===== src/rtl/ptick_pkg.sv =====
package ptick_pkg;

    localparam int FULL_W = 22;
    localparam int ADDR_W = 3;
    localparam int BYTE_W = 8;

    typedef enum logic [ADDR_W-1:0] {
        OFS_B0   = 3'd0,
        OFS_B1   = 3'd1,
        OFS_B2   = 3'd2,
        OFS_B3   = 3'd3,
        OFS_CTRL = 3'd4
    } ofs_e;

    typedef struct packed {
        logic irq_en;
        logic cnt_en;
    } ctrl_t;

    // Sparse read layout: field bit 5 sits at byte bit 6, bits 4:0 at 4:0.
    function automatic logic [BYTE_W-1:0] pack6(input logic [5:0] f);
        return {1'b0, f[5], 1'b0, f[4:0]};
    endfunction

endpackage


===== src/rtl/ptick_regs.sv =====
module ptick_regs
    import ptick_pkg::*;
#(
    parameter int CNT_W = 22
) (
    input  logic              clk,
    input  logic              rst,
    input  logic              bus_wr,
    input  logic [ADDR_W-1:0] bus_addr,
    input  logic [BYTE_W-1:0] bus_wdata,
    output logic [CNT_W-1:0]  term_val,
    output ctrl_t             ctrl_q
);
    localparam int NLANE = (CNT_W + BYTE_W - 1) / BYTE_W;

    for (genvar i = 0; i < NLANE; i++) begin : g_lane
        localparam int LW = ((CNT_W - BYTE_W*i) < BYTE_W) ? (CNT_W - BYTE_W*i) : BYTE_W;
        logic [LW-1:0] lane_q;
        always_ff @(posedge clk) begin
            if (rst)
                lane_q <= '0;
            else if (bus_wr && bus_addr == ADDR_W'(i))
                lane_q <= bus_wdata[LW-1:0];
        end
        assign term_val[BYTE_W*i +: LW] = lane_q;
    end

    always_ff @(posedge clk) begin
        if (rst)
            ctrl_q <= '0;
        else if (bus_wr && bus_addr == OFS_CTRL)
            ctrl_q <= '{irq_en: bus_wdata[1], cnt_en: bus_wdata[0]};
    end

endmodule


===== src/rtl/ptick_counter.sv =====
module ptick_counter
    import ptick_pkg::*;
#(
    parameter int CNT_W = 22
) (
    input  logic             clk,
    input  logic             rst,
    input  logic             clk_is_2x,
    input  ctrl_t            ctrl,
    input  logic [CNT_W-1:0] term_val,
    output logic [CNT_W-1:0] cnt_q,
    output logic [CNT_W-1:0] lim_q,
    output logic             wrap,
    output logic             irq
);
    logic phase_q;
    logic adv;
    logic pend_q;

    assign adv  = ctrl.cnt_en && (!clk_is_2x || phase_q);
    assign wrap = adv && (cnt_q == lim_q);

    always_ff @(posedge clk) begin
        if (rst) begin
            phase_q <= 1'b0;
            cnt_q   <= '0;
            lim_q   <= '0;
        end else if (!ctrl.cnt_en) begin
            phase_q <= 1'b0;
            cnt_q   <= '0;
            lim_q   <= term_val;
        end else begin
            phase_q <= ~phase_q;
            if (wrap) begin
                cnt_q <= '0;
                lim_q <= term_val;
            end else if (adv) begin
                cnt_q <= cnt_q + 1'b1;
            end
        end
    end

    always_ff @(posedge clk) begin
        if (rst)
            pend_q <= 1'b0;
        else if (!ctrl.irq_en)
            pend_q <= 1'b0;
        else if (wrap)
            pend_q <= 1'b1;
    end

    assign irq = pend_q;

endmodule


===== src/rtl/ptick_readout.sv =====
module ptick_readout
    import ptick_pkg::*;
#(
    parameter int CNT_W = 22
) (
    input  logic              clk,
    input  logic              rst,
    input  logic              bus_rd,
    input  logic [ADDR_W-1:0] bus_addr,
    input  logic [CNT_W-1:0]  cnt,
    input  ctrl_t             ctrl,
    output logic [BYTE_W-1:0] bus_rdata
);
    logic [FULL_W-1:0] live;
    logic [FULL_W-1:0] snap_q;

    assign live = FULL_W'(cnt);

    always_ff @(posedge clk) begin
        if (rst) begin
            snap_q    <= '0;
            bus_rdata <= '0;
        end else if (bus_rd) begin
            case (bus_addr)
                OFS_B0: begin
                    bus_rdata <= pack6(live[5:0]);
                    snap_q    <= live;
                end
                OFS_B1:   bus_rdata <= pack6(snap_q[11:6]);
                OFS_B2:   bus_rdata <= pack6(snap_q[17:12]);
                OFS_B3:   bus_rdata <= {4'b0, snap_q[21:18]};
                OFS_CTRL: bus_rdata <= {6'b0, ctrl.irq_en, ctrl.cnt_en};
                default:  bus_rdata <= '0;
            endcase
        end
    end

endmodule


===== src/rtl/ptick_timer.sv =====
module ptick_timer
    import ptick_pkg::*;
#(
    parameter int CNT_W = 22
) (
    input  logic              clk,
    input  logic              rst,
    input  logic              clk_is_2x,
    input  logic [ADDR_W-1:0] bus_addr,
    input  logic              bus_wr,
    input  logic [BYTE_W-1:0] bus_wdata,
    input  logic              bus_rd,
    output logic [BYTE_W-1:0] bus_rdata,
    output logic              irq
);
    ctrl_t            ctrl_q;
    logic [CNT_W-1:0] term_val;
    logic [CNT_W-1:0] cnt_q;
    logic [CNT_W-1:0] lim_q;
    logic             wrap;
    logic             cnt_en;
    logic             irq_en;

    assign cnt_en = ctrl_q.cnt_en;
    assign irq_en = ctrl_q.irq_en;

    ptick_regs #(.CNT_W(CNT_W)) regs_i (
        .clk      (clk),
        .rst      (rst),
        .bus_wr   (bus_wr),
        .bus_addr (bus_addr),
        .bus_wdata(bus_wdata),
        .term_val (term_val),
        .ctrl_q   (ctrl_q)
    );

    ptick_counter #(.CNT_W(CNT_W)) cnt_i (
        .clk      (clk),
        .rst      (rst),
        .clk_is_2x(clk_is_2x),
        .ctrl     (ctrl_q),
        .term_val (term_val),
        .cnt_q    (cnt_q),
        .lim_q    (lim_q),
        .wrap     (wrap),
        .irq      (irq)
    );

    ptick_readout #(.CNT_W(CNT_W)) rd_i (
        .clk      (clk),
        .rst      (rst),
        .bus_rd   (bus_rd),
        .bus_addr (bus_addr),
        .cnt      (cnt_q),
        .ctrl     (ctrl_q),
        .bus_rdata(bus_rdata)
    );

endmodule


===== config.mk =====
export PLATFORM = sky130hd
export DESIGN_NAME = ptick_timer
export DESIGN_NICKNAME = d
export VERILOG_FILES = /design/src/rtl/ptick_pkg.sv /design/src/rtl/ptick_regs.sv /design/src/rtl/ptick_counter.sv /design/src/rtl/ptick_readout.sv /design/src/rtl/ptick_timer.sv
export SDC_FILE = /design/constraint.sdc
export NUM_CORES = 1
export LEC_CHECK = 0
export BUFFER_PORTS_ARGS = -buffer_cell sky130_fd_sc_hd__buf_2
export CAP_MARGIN = 30
export CORE_ASPECT_RATIO = 0.75
export CORE_UTILIZATION = 45
export CTS_CLUSTER_SIZE = 30
export DETAILED_ROUTE_END_ITERATION = 12
export PLACE_DENSITY = 0.62
export SLEW_MARGIN = 5
export SYNTH_ARGS = -nofsm -noshare
export SYNTH_HDL_FRONTEND = slang
export SYNTH_SLANG_ARGS = --single-unit

===== constraint.sdc =====
create_clock -name clk -period 1.9 [get_ports clk]
set_input_delay 0.095 -clock clk [delete_from_list [all_inputs] [get_ports clk]]
set_output_delay 0.095 -clock clk [all_outputs]
set_load 0.005 [all_outputs]

# Word level (Yosys, flattened, before mapping)
# Index checks and enable logic that the tools add are counted.
# classes
addsub	1
n_eq_ne	6
mux	3
n_bitwise	3
reduce_logical	13
# ops
op	n
2-to-1 mux 22 bit	2
one-hot mux 7 bit (5 select lines)	1
adder 22 x 1 -> 22 bit (second input constant)	1
equality test 22 bit	1
equality test 3 x 2 -> 1 bit (second input constant)	2
logical AND 1 bit	6
OR reduction 2 bit	2
equality test 3 x 1 -> 1 bit (second input constant)	1
equality test 3 bit (second input constant)	1
zero test 3 bit	1
NOT 1 bit	3
OR reduction 3 bit	1
!= test 2 x 1 -> 1 bit (second input constant)	1
AND reduction 2 bit	1
zero test 1 bit	1
logical OR 1 bit	1
# word_totals
ff_bits	100
inputBits	16
elab_cells	37

# Depth between registers and ports, before layout
# Gate-level depths: netlist of the first run.
# depth
word_depth	6
depth_mapped	7

# Hierarchy
# Synthesis of the first run repeated with hierarchy kept, for this count alone.
# hier_totals
cells_unflattened	556
hier_area_um2	4981.0
# by_module_without_submodules
module	instances	cells_each	area_each_um2	seq_area_each_um2
ptick_counter	1	341	2884.0	920.9
ptick_readout	1	123	1077.3	440.4
ptick_regs	1	92	1019.7	480.5

# Worst setup path after synthesis of the first run
# Ideal clock, no wire load.
# synth_path
path_type	register -> register
startpoint	register cnt_i.cnt_q[9]
endpoint	register cnt_i.lim_q[12]
setup_ps	122
arrival_ps	1636
required_time_ps	1778
setup_slack_ps	142
stages_incl_launch_ff	7
n_path_buf	1
period_less_slack_ps	1758
cell_sequence	dfxtp_1 -> xnor2_2 -> nand4_2 -> nor4_4 -> buf_6 -> a21oi_1 -> a311o_1
# synth_via
elab_chain_cells	3
# synth_rtl
item	line	rtl
start: declaration	ptick_counter.sv:11	output logic [CNT_W-1:0] cnt_q,
start signal: assignment	ptick_counter.sv:38	cnt_q <= cnt_q + 1'b1;
equality test 22 bit	ptick_counter.sv:21	assign wrap = adv && (cnt_q == lim_q);
logical AND 1 bit	ptick_counter.sv:21	
!= test 2 x 1 -> 1 bit (no source line)	--	
end signal: assignment	ptick_counter.sv:31	lim_q <= term_val;
end signal: assignment	ptick_counter.sv:36	lim_q <= term_val;
end: declaration	ptick_counter.sv:12	output logic [CNT_W-1:0] lim_q,
# Every way passes these cells.
# A chain may end at the register's enable or synchronous reset.

# Worst setup path in the final report of the first run
# layout_path
startpoint	register cnt_i.cnt_q[19]
endpoint	register cnt_i.lim_q[20]
# The elaborated chain is that of the path after synthesis.

==> results of run 1 <==
==> power groups by stage <==
stage               Combinational [µW]  Sequential [µW]  Clock, µW
finish                             217             1960       1930
global route                       237             1960       2040
CTS                                215             1960       1970
detailed placement                 213             2010          0
global placement                   210             2010          0
floorplan                          143             2000          0
==> cell type report <==
class	instances	area [µm²]
clock inverter	7	97.59
clock buffer	9	225.2
tap	132	165.2
multi-input combinational	392	2382
inverter	3	11.26
timing repair buffer	53	382.9
sequential	92	1842
fill	946	4513
==> flip-flops by register name, indices dropped and copies added (netlist names) <==
name                  cells
cnt_i.cnt_q              22
cnt_i.lim_q              22
regs_i.g_lane.lane_q     22
rd_i.snap_q              16
rd_i.bus_rdata            6
regs_i.ctrl_q             2
cnt_i.irq                 1
cnt_i.phase_q             1
==> final timing paths <==
| path | start | to | depth (start not counted) | slack, ns |
|---|---|---|---|---|
| worst max-delay path | cnt_i.cnt_q[19] | cnt_i.lim_q[20] | 5 | 0.12 |
| worst min-delay path | bus_wdata[2] | regs_i.g_lane[0].lane_q[2] | 3 | 0.01 |
| worst max register to register | cnt_i.cnt_q[19] | cnt_i.lim_q[20] | 5 | 0.12 |
| worst min register to register | cnt_i.phase_q | cnt_i.phase_q | 1 | 0.41 |
==> metal layers <==
metal | part of all wire | vias up | wire length, µm | GRT usage
li1 | - | 1855 | - | -
met1 | 0.50 | 1765 | 5646 | 0.3402
met2 | 0.42 | 118 | 4784 | 0.3233
met3 | 0.061 | 12 | 692 | 0.05952
met4 | 0.015 | 0 | 173 | 0.06444
met5 | 0 | - | 0 | 0
==> worst register-to-register path, stage by stage (launching register included) <==
cell	delay, ns
dfxtp_1	0.33
xor2_1	0.22
nor4_4	0.35
buf_12	0.21
and3_4	0.38
a311o_1	0.23
==> cells by family (layout without fill, tap and decap cells) <==
group	after synthesis	after routing	share of synthesized area
simple gates	218	218	0.2289
compound gates	106	106	0.1491
flops	92	92	0.4134
xor+xnor	43	43	0.09548
buf+inv	42	72	0.05420
mux	22	22	0.05532
fa+ha+maj	1	1	0.002808
other cells	1	2	0.0008417
==> what timing repair did <==
item | 4_1_cts | 5_1_grt
resized for setup | 0 | 1
setup endpoints to repair | 0 | 1
hold buffers | 1 | 0
endpoints found under the hold margin | 2 | 0
==> through the flow <==
step           setup WS [ns]  utilization  instance area, µm²
2_1_floorplan         0.1421            -                4459
3_5_place_dp          0.1260       0.4956                4767
6_report              0.1217       0.5308                5106
4_1_cts               0.1122       0.5302                5100
5_1_grt              0.03184       0.5308                5106
3_3_place_gp          0.1651       0.4956                4767
==> layout by cell type, fill, tap and decap left out, types with 4 or more instances in the layout <==
cell,n
nand2_1,106
mux2i_1,19
buf_4,27
nand4_1,8
buf_2,22
xor2_1,11
nand3_1,8
clkbuf_16,9
nor3_1,11
o21ai_0,25
xnor2_2,4
nor2b_1,8
nor2_1,53
a21oi_1,51
dfxtp_1,92
xnor2_1,27
a311o_1,22
==> impl_metrics.py, run 1 <==
metrics = {
    "run_status": {
        "outcome": "finished clean",
    },
    "pwr": {
        "power_frac_comb": 0.053,
        "power_per_cell_area_nw_per_um2": 804.8,
        "p_clk_frac": 0.469,
        "p_int_uw": 3179,
        "p_total_uw": 4109,
        "vdd_drop_max_mv": 0.6083,
        "switching_power_uw": 930.0,
        "seqPwrFrac": 0.478,
        "p_leak_uw": 0.001772,
        "p_sw_frac": 0.2263,
    },
    "critical_path": {
        "cp_top_family": "simple AND/OR/NAND/NOR gates",
        "critPathKind": "reg -> reg",
        "crit_fanout": 25,
        "slowest_delay_ns": 0.37,
        "path_cells": "xor2_1, nor4_4, buf_12, and3_4, a311o_1",
        "arrival_ns": 2.06,
        "cp_num_buf_inv": 1,
        "crit_path_end_kind": "register",
        "required_ns": 2.18,
        "startpoint_type": "register",
        "slowest_stage": "and3_4",
    },
    "timing": {
        "hold_ws_ns": 0.01053,
        "fmax_mhz": 562.3,
        "period_needed_ns": 1.778,
        "period_share": 0.9359,
        "rsz0062_at_grt": "no",
        "maxSlewViolCount": 0,
        "max-slew-margin-rel": 0.6625,
        "setup-violations-final": 0,
        "hold_violations": 0,
        "tightest_slew_ns": 0.5051,
        "fin_skew_ns": 0.008301,
        "fin_setup_tns_ns": 0,
    },
    "floorplanning": {
        "start_util": 0.4632,
        "die_h_um": 88.18,
        "die_w_um": 116.9,
        "rows": 31,
        "io_pins": 25,
        "core_area_um2": 9619,
        "die-area_um2": 10310,
    },
    "global_route": {
        "grt_pass1_wl_um": 17480,
        "track_usage": 0.2290,
        "antenna_found_initial": 0,
        "grt_pass1_vias": 3287,
        "grt_overflow": 0,
        "grt_max_degree": 31,
    },
    "route": {
        "antenna_left": 0,
        "totalWireLength_um": 11300,
        "vias": 3750,
        "drc": 0,
        "drtPass1Iterations": 5,
        "viasPerCell": 5.451,
        "wl_per_cell_um": 16.42,
        "drt_iter0_drc": 331,
    },
    "clock_tree": {
        "clk_latency_ns": 0.34,
        "root_buffer": "clkbuf_16",
        "cts_buffers": 9,
        "clock_path_buffers": 2,
        "cts_sinks": 92,
        "cts_setup_buffers": 0,
        "clk_pin_slew_ns": 0.07,
        "cts_tree": "built",
        "htree_levels": 3,
    },
    "final_layout": {
        "final_layout_size_suffix_gt1_frac": 0.1601,
        "area_growth_pct": 14.60,
        "final_nets": 568,
        "fin_cells": 688,
        "diodes": 0,
    },
    "synthesis": {
        "netlist_instances": 525,
        "ys_top_cells_by_area": "dfxtp_1 41%, nand2_1 8.9%, a21oi_1 5.7%, xnor2_1 5.3%, a311o_1 4.9%",
        "synth.avg_cell_area_um2": 8.487,
        "synth_ff_type": "dfxtp_1",
        "synth_enable_flop_cells": 0,
        "async_flop_share": 0,
        "synthTopCellsByCount": "106 x nand2_1, 92 x dfxtp_1, 53 x nor2_1",
        "ys_warn_count": 0,
        "synth_cell_types": 48,
        "synth_sequential_area_ratio": 0.4134,
        "synth_top_area_share": 0.4134,
        "post-synth-top-count-cell": "nand2_1",
        "synth.largest_area_cell": "dfxtp_1",
        "synth_seq_cells": 92,
        "netlist_area_um2": 4456,
    },
    "placement": {
        "port-buffer-count": 22,
        "dp.cells": 671,
        "place_congestion": 0.8245,
        "hpwl_um": 7976,
    },
    "min_path": {
        "hp-class": "in -> reg",
    },
    "job": {
        "maxCapViolations": 0,
    },
}
Note: power is estimated with default switching activity, not from simulation.
==> inputs of run 2 (changes only) <==
- PLACE_DENSITY: 0.62 -> 0.71
- SKIP_CTS_REPAIR_TIMING: unset -> 1
==> run 2 against run 1 <==
  * Wire length rose by 0.65%
  * Total power increased by 3.1%
  * Sequential power barely moved
  * Final cell count rose by 0.73%
  * Utilization grew 0.74 points
  * Cell area grew 1.4%
  * Sequential share of layout area decreased by 0.45 points
  * Worst setup slack got worse by 0.045 ns
  * Non-clock buffer count up 5
  * Global-route usage is 0.32 points higher
  * Critical path type unchanged
  * Largest power group is now clock
==> impl_metrics.py, run 2 (synthesis results as in run 1) <==
metrics = {
    "critical_path": {
        "critPathKind": "reg -> reg",
        "path_cells": "xnor2_1, nand4_1, nor4_4, buf_4, buf_6, a21oi_1, a311o_1",
        "worst_r2r_path_depth": 7,
        "cp_num_buf_inv": 2,
        "r2r-end": "cnt_i.lim_q[17]",
        "required_ns": 2.12,
        "startpoint_type": "register",
        "slowest_delay_ns": 0.35,
        "reg2reg_from": "cnt_i.cnt_q[3]",
        "slowest_stage": "a311o_1",
        "crit_fanout": 6,
        "r2r_slack_ns": 0.08,
        "crit_path_end_kind": "register",
        "cp_top_family": "simple AND/OR/NAND/NOR gates",
        "arrival_ns": 2.04,
    },
    "min_path": {
        "hold_path_depth": 3,
        "min_from": "bus_wdata[6]",
        "hold_end": "regs_i.g_lane[0].lane_q[6]",
        "hp-class": "in -> reg",
    },
    "floorplanning": {
        "die_h_um": 88.18,
        "start_util": 0.4632,
        "core_area_um2": 9619,
        "die_w_um": 116.9,
        "rows": 31,
        "io_pins": 25,
        "die-area_um2": 10310,
    },
    "global_route": {
        "antenna_found_initial": 0,
        "grt_pass1_wl_um": 17880,
        "grt_max_degree": 49,
        "grt_pass1_vias": 3538,
        "grt_overflow": 0,
        "track_usage": 0.2322,
    },
    "timing": {
        "setup-violations-final": 0,
        "max-slew-margin-rel": 0.2856,
        "hold_violations": 0,
        "rsz0062_at_grt": "yes",
        "tightest_slew_ns": 1.068,
        "period_share": 0.9596,
        "fin_skew_ns": 0.007589,
        "fin_setup_tns_ns": 0,
        "hold_ws_ns": 0.004321,
        "period_needed_ns": 1.823,
        "fmax_mhz": 548.5,
        "maxSlewViolCount": 0,
    },
    "clock_tree": {
        "cts_tree": "built",
        "cts_buffers": 9,
        "clk_pin_slew_ns": 0.07,
        "clock_path_buffers": 2,
        "root_buffer": "clkbuf_16",
        "clk_latency_ns": 0.34,
        "htree_levels": 3,
        "cts_sinks": 92,
    },
    "final_layout": {
        "final_cell_area_um2": 5177,
        "final_nets": 573,
        "area_growth_pct": 16.20,
        "final_util": 0.5382,
        "final_layout_size_suffix_gt1_frac": 0.1729,
        "layout_commonest_cell": "nand2_1",
        "final_cell_mix": "106 x nand2_1, 90 x dfxtp_1, 53 x nor2_1",
        "reg.largest.list": "cnt_i.cnt_q x22, cnt_i.lim_q x22, regs_i.g_lane.lane_q x22",
        "diodes": 0,
    },
    "placement": {
        "hpwl_um": 7908,
        "place_congestion": 0.8501,
        "dpl-instance-area_um2": 4790,
        "port-buffer-count": 22,
    },
    "run_status": {
        "outcome": "finished clean",
    },
    "route": {
        "wl_per_cell_um": 16.41,
        "vias": 3894,
        "drtPass1Iterations": 5,
        "viasPerCell": 5.619,
        "drc": 0,
        "antenna_left": 0,
        "drt_iter0_drc": 253,
        "totalWireLength_um": 11370,
    },
    "pwr": {
        "p_leak_uw": 0.001816,
        "power_per_cell_area_nw_per_um2": 818.1,
        "vdd_drop_max_mv": 0.6414,
    },
    "job": {
        "maxCapViolations": 0,
    },
}
[run 2: cell count changes in the layout (fill, tap and decap cells not counted), sizes merged]
cell / previous run / this run
buf: 52 / 57
clkbuf: 9 / 11
bufinv: 2 / 3
clkinvlp: 2 / 1
dlygate4sd3: 1 / 0
inv: 5 / 4
[run 2: final cells by class]
cell class | count | area, µm²
multi-input combinational | 392 | 2387
sequential | 92 | 1844
clock inverter | 6 | 111.4
fill | 907 | 4442
inverter | 3 | 11.26
tap | 132 | 165.2
timing repair buffer | 58 | 429.2
clock buffer | 10 | 229.0
[run 2: power by group]
group          internal [µW]  total, µW  switching (µW)  leakage, µW
combinational           79.8        228             149     0.000910
clock                   1290       2040             755     0.000163
sequential              1950       1960            16.6     0.000743
[run 2: worst min-delay path, cell delays in order]
cell	delay, ns
buf_2	0.11
nand2_1	0.05
a21oi_1	0.05
[run 2: through the flow]
stage	total power [µW]	setup WS, ns	cells
6_report	4236	0.07671	693
5_1_grt	4361	0.001073	693
4_1_cts	4256	0.005132	690
3_5_place_dp	2226	0.04689	674
3_3_place_gp	2218	0.1551	674
2_1_floorplan	2145	0.1421	526
[run 2: metal layers]
metal,part of all wire,up-vias,GRT usage
met4,0.018,0,0.07595
met5,0,-,0
met3,0.068,19,0.05606
li1,-,1867,-
met1,0.47,1860,0.3258
met2,0.44,148,0.3502
[run 2: how the worst max path moves through the flow]
stage	start	endpoint	slack (ns)	depth (start not counted)
CTS	regs_i.ctrl_q[0]	cnt_i.lim_q[12]	0.005	5
floorplan	cnt_i.cnt_q[9]	cnt_i.lim_q[12]	0.14	6
detailed placement	regs_i.ctrl_q[0]	cnt_i.lim_q[17]	0.05	5
global placement	cnt_i.cnt_q[7]	cnt_i.lim_q[5]	0.16	6
global route	cnt_i.cnt_q[7]	cnt_i.cnt_q[21]	0.001	6
finish	cnt_i.cnt_q[3]	cnt_i.lim_q[17]	0.08	7
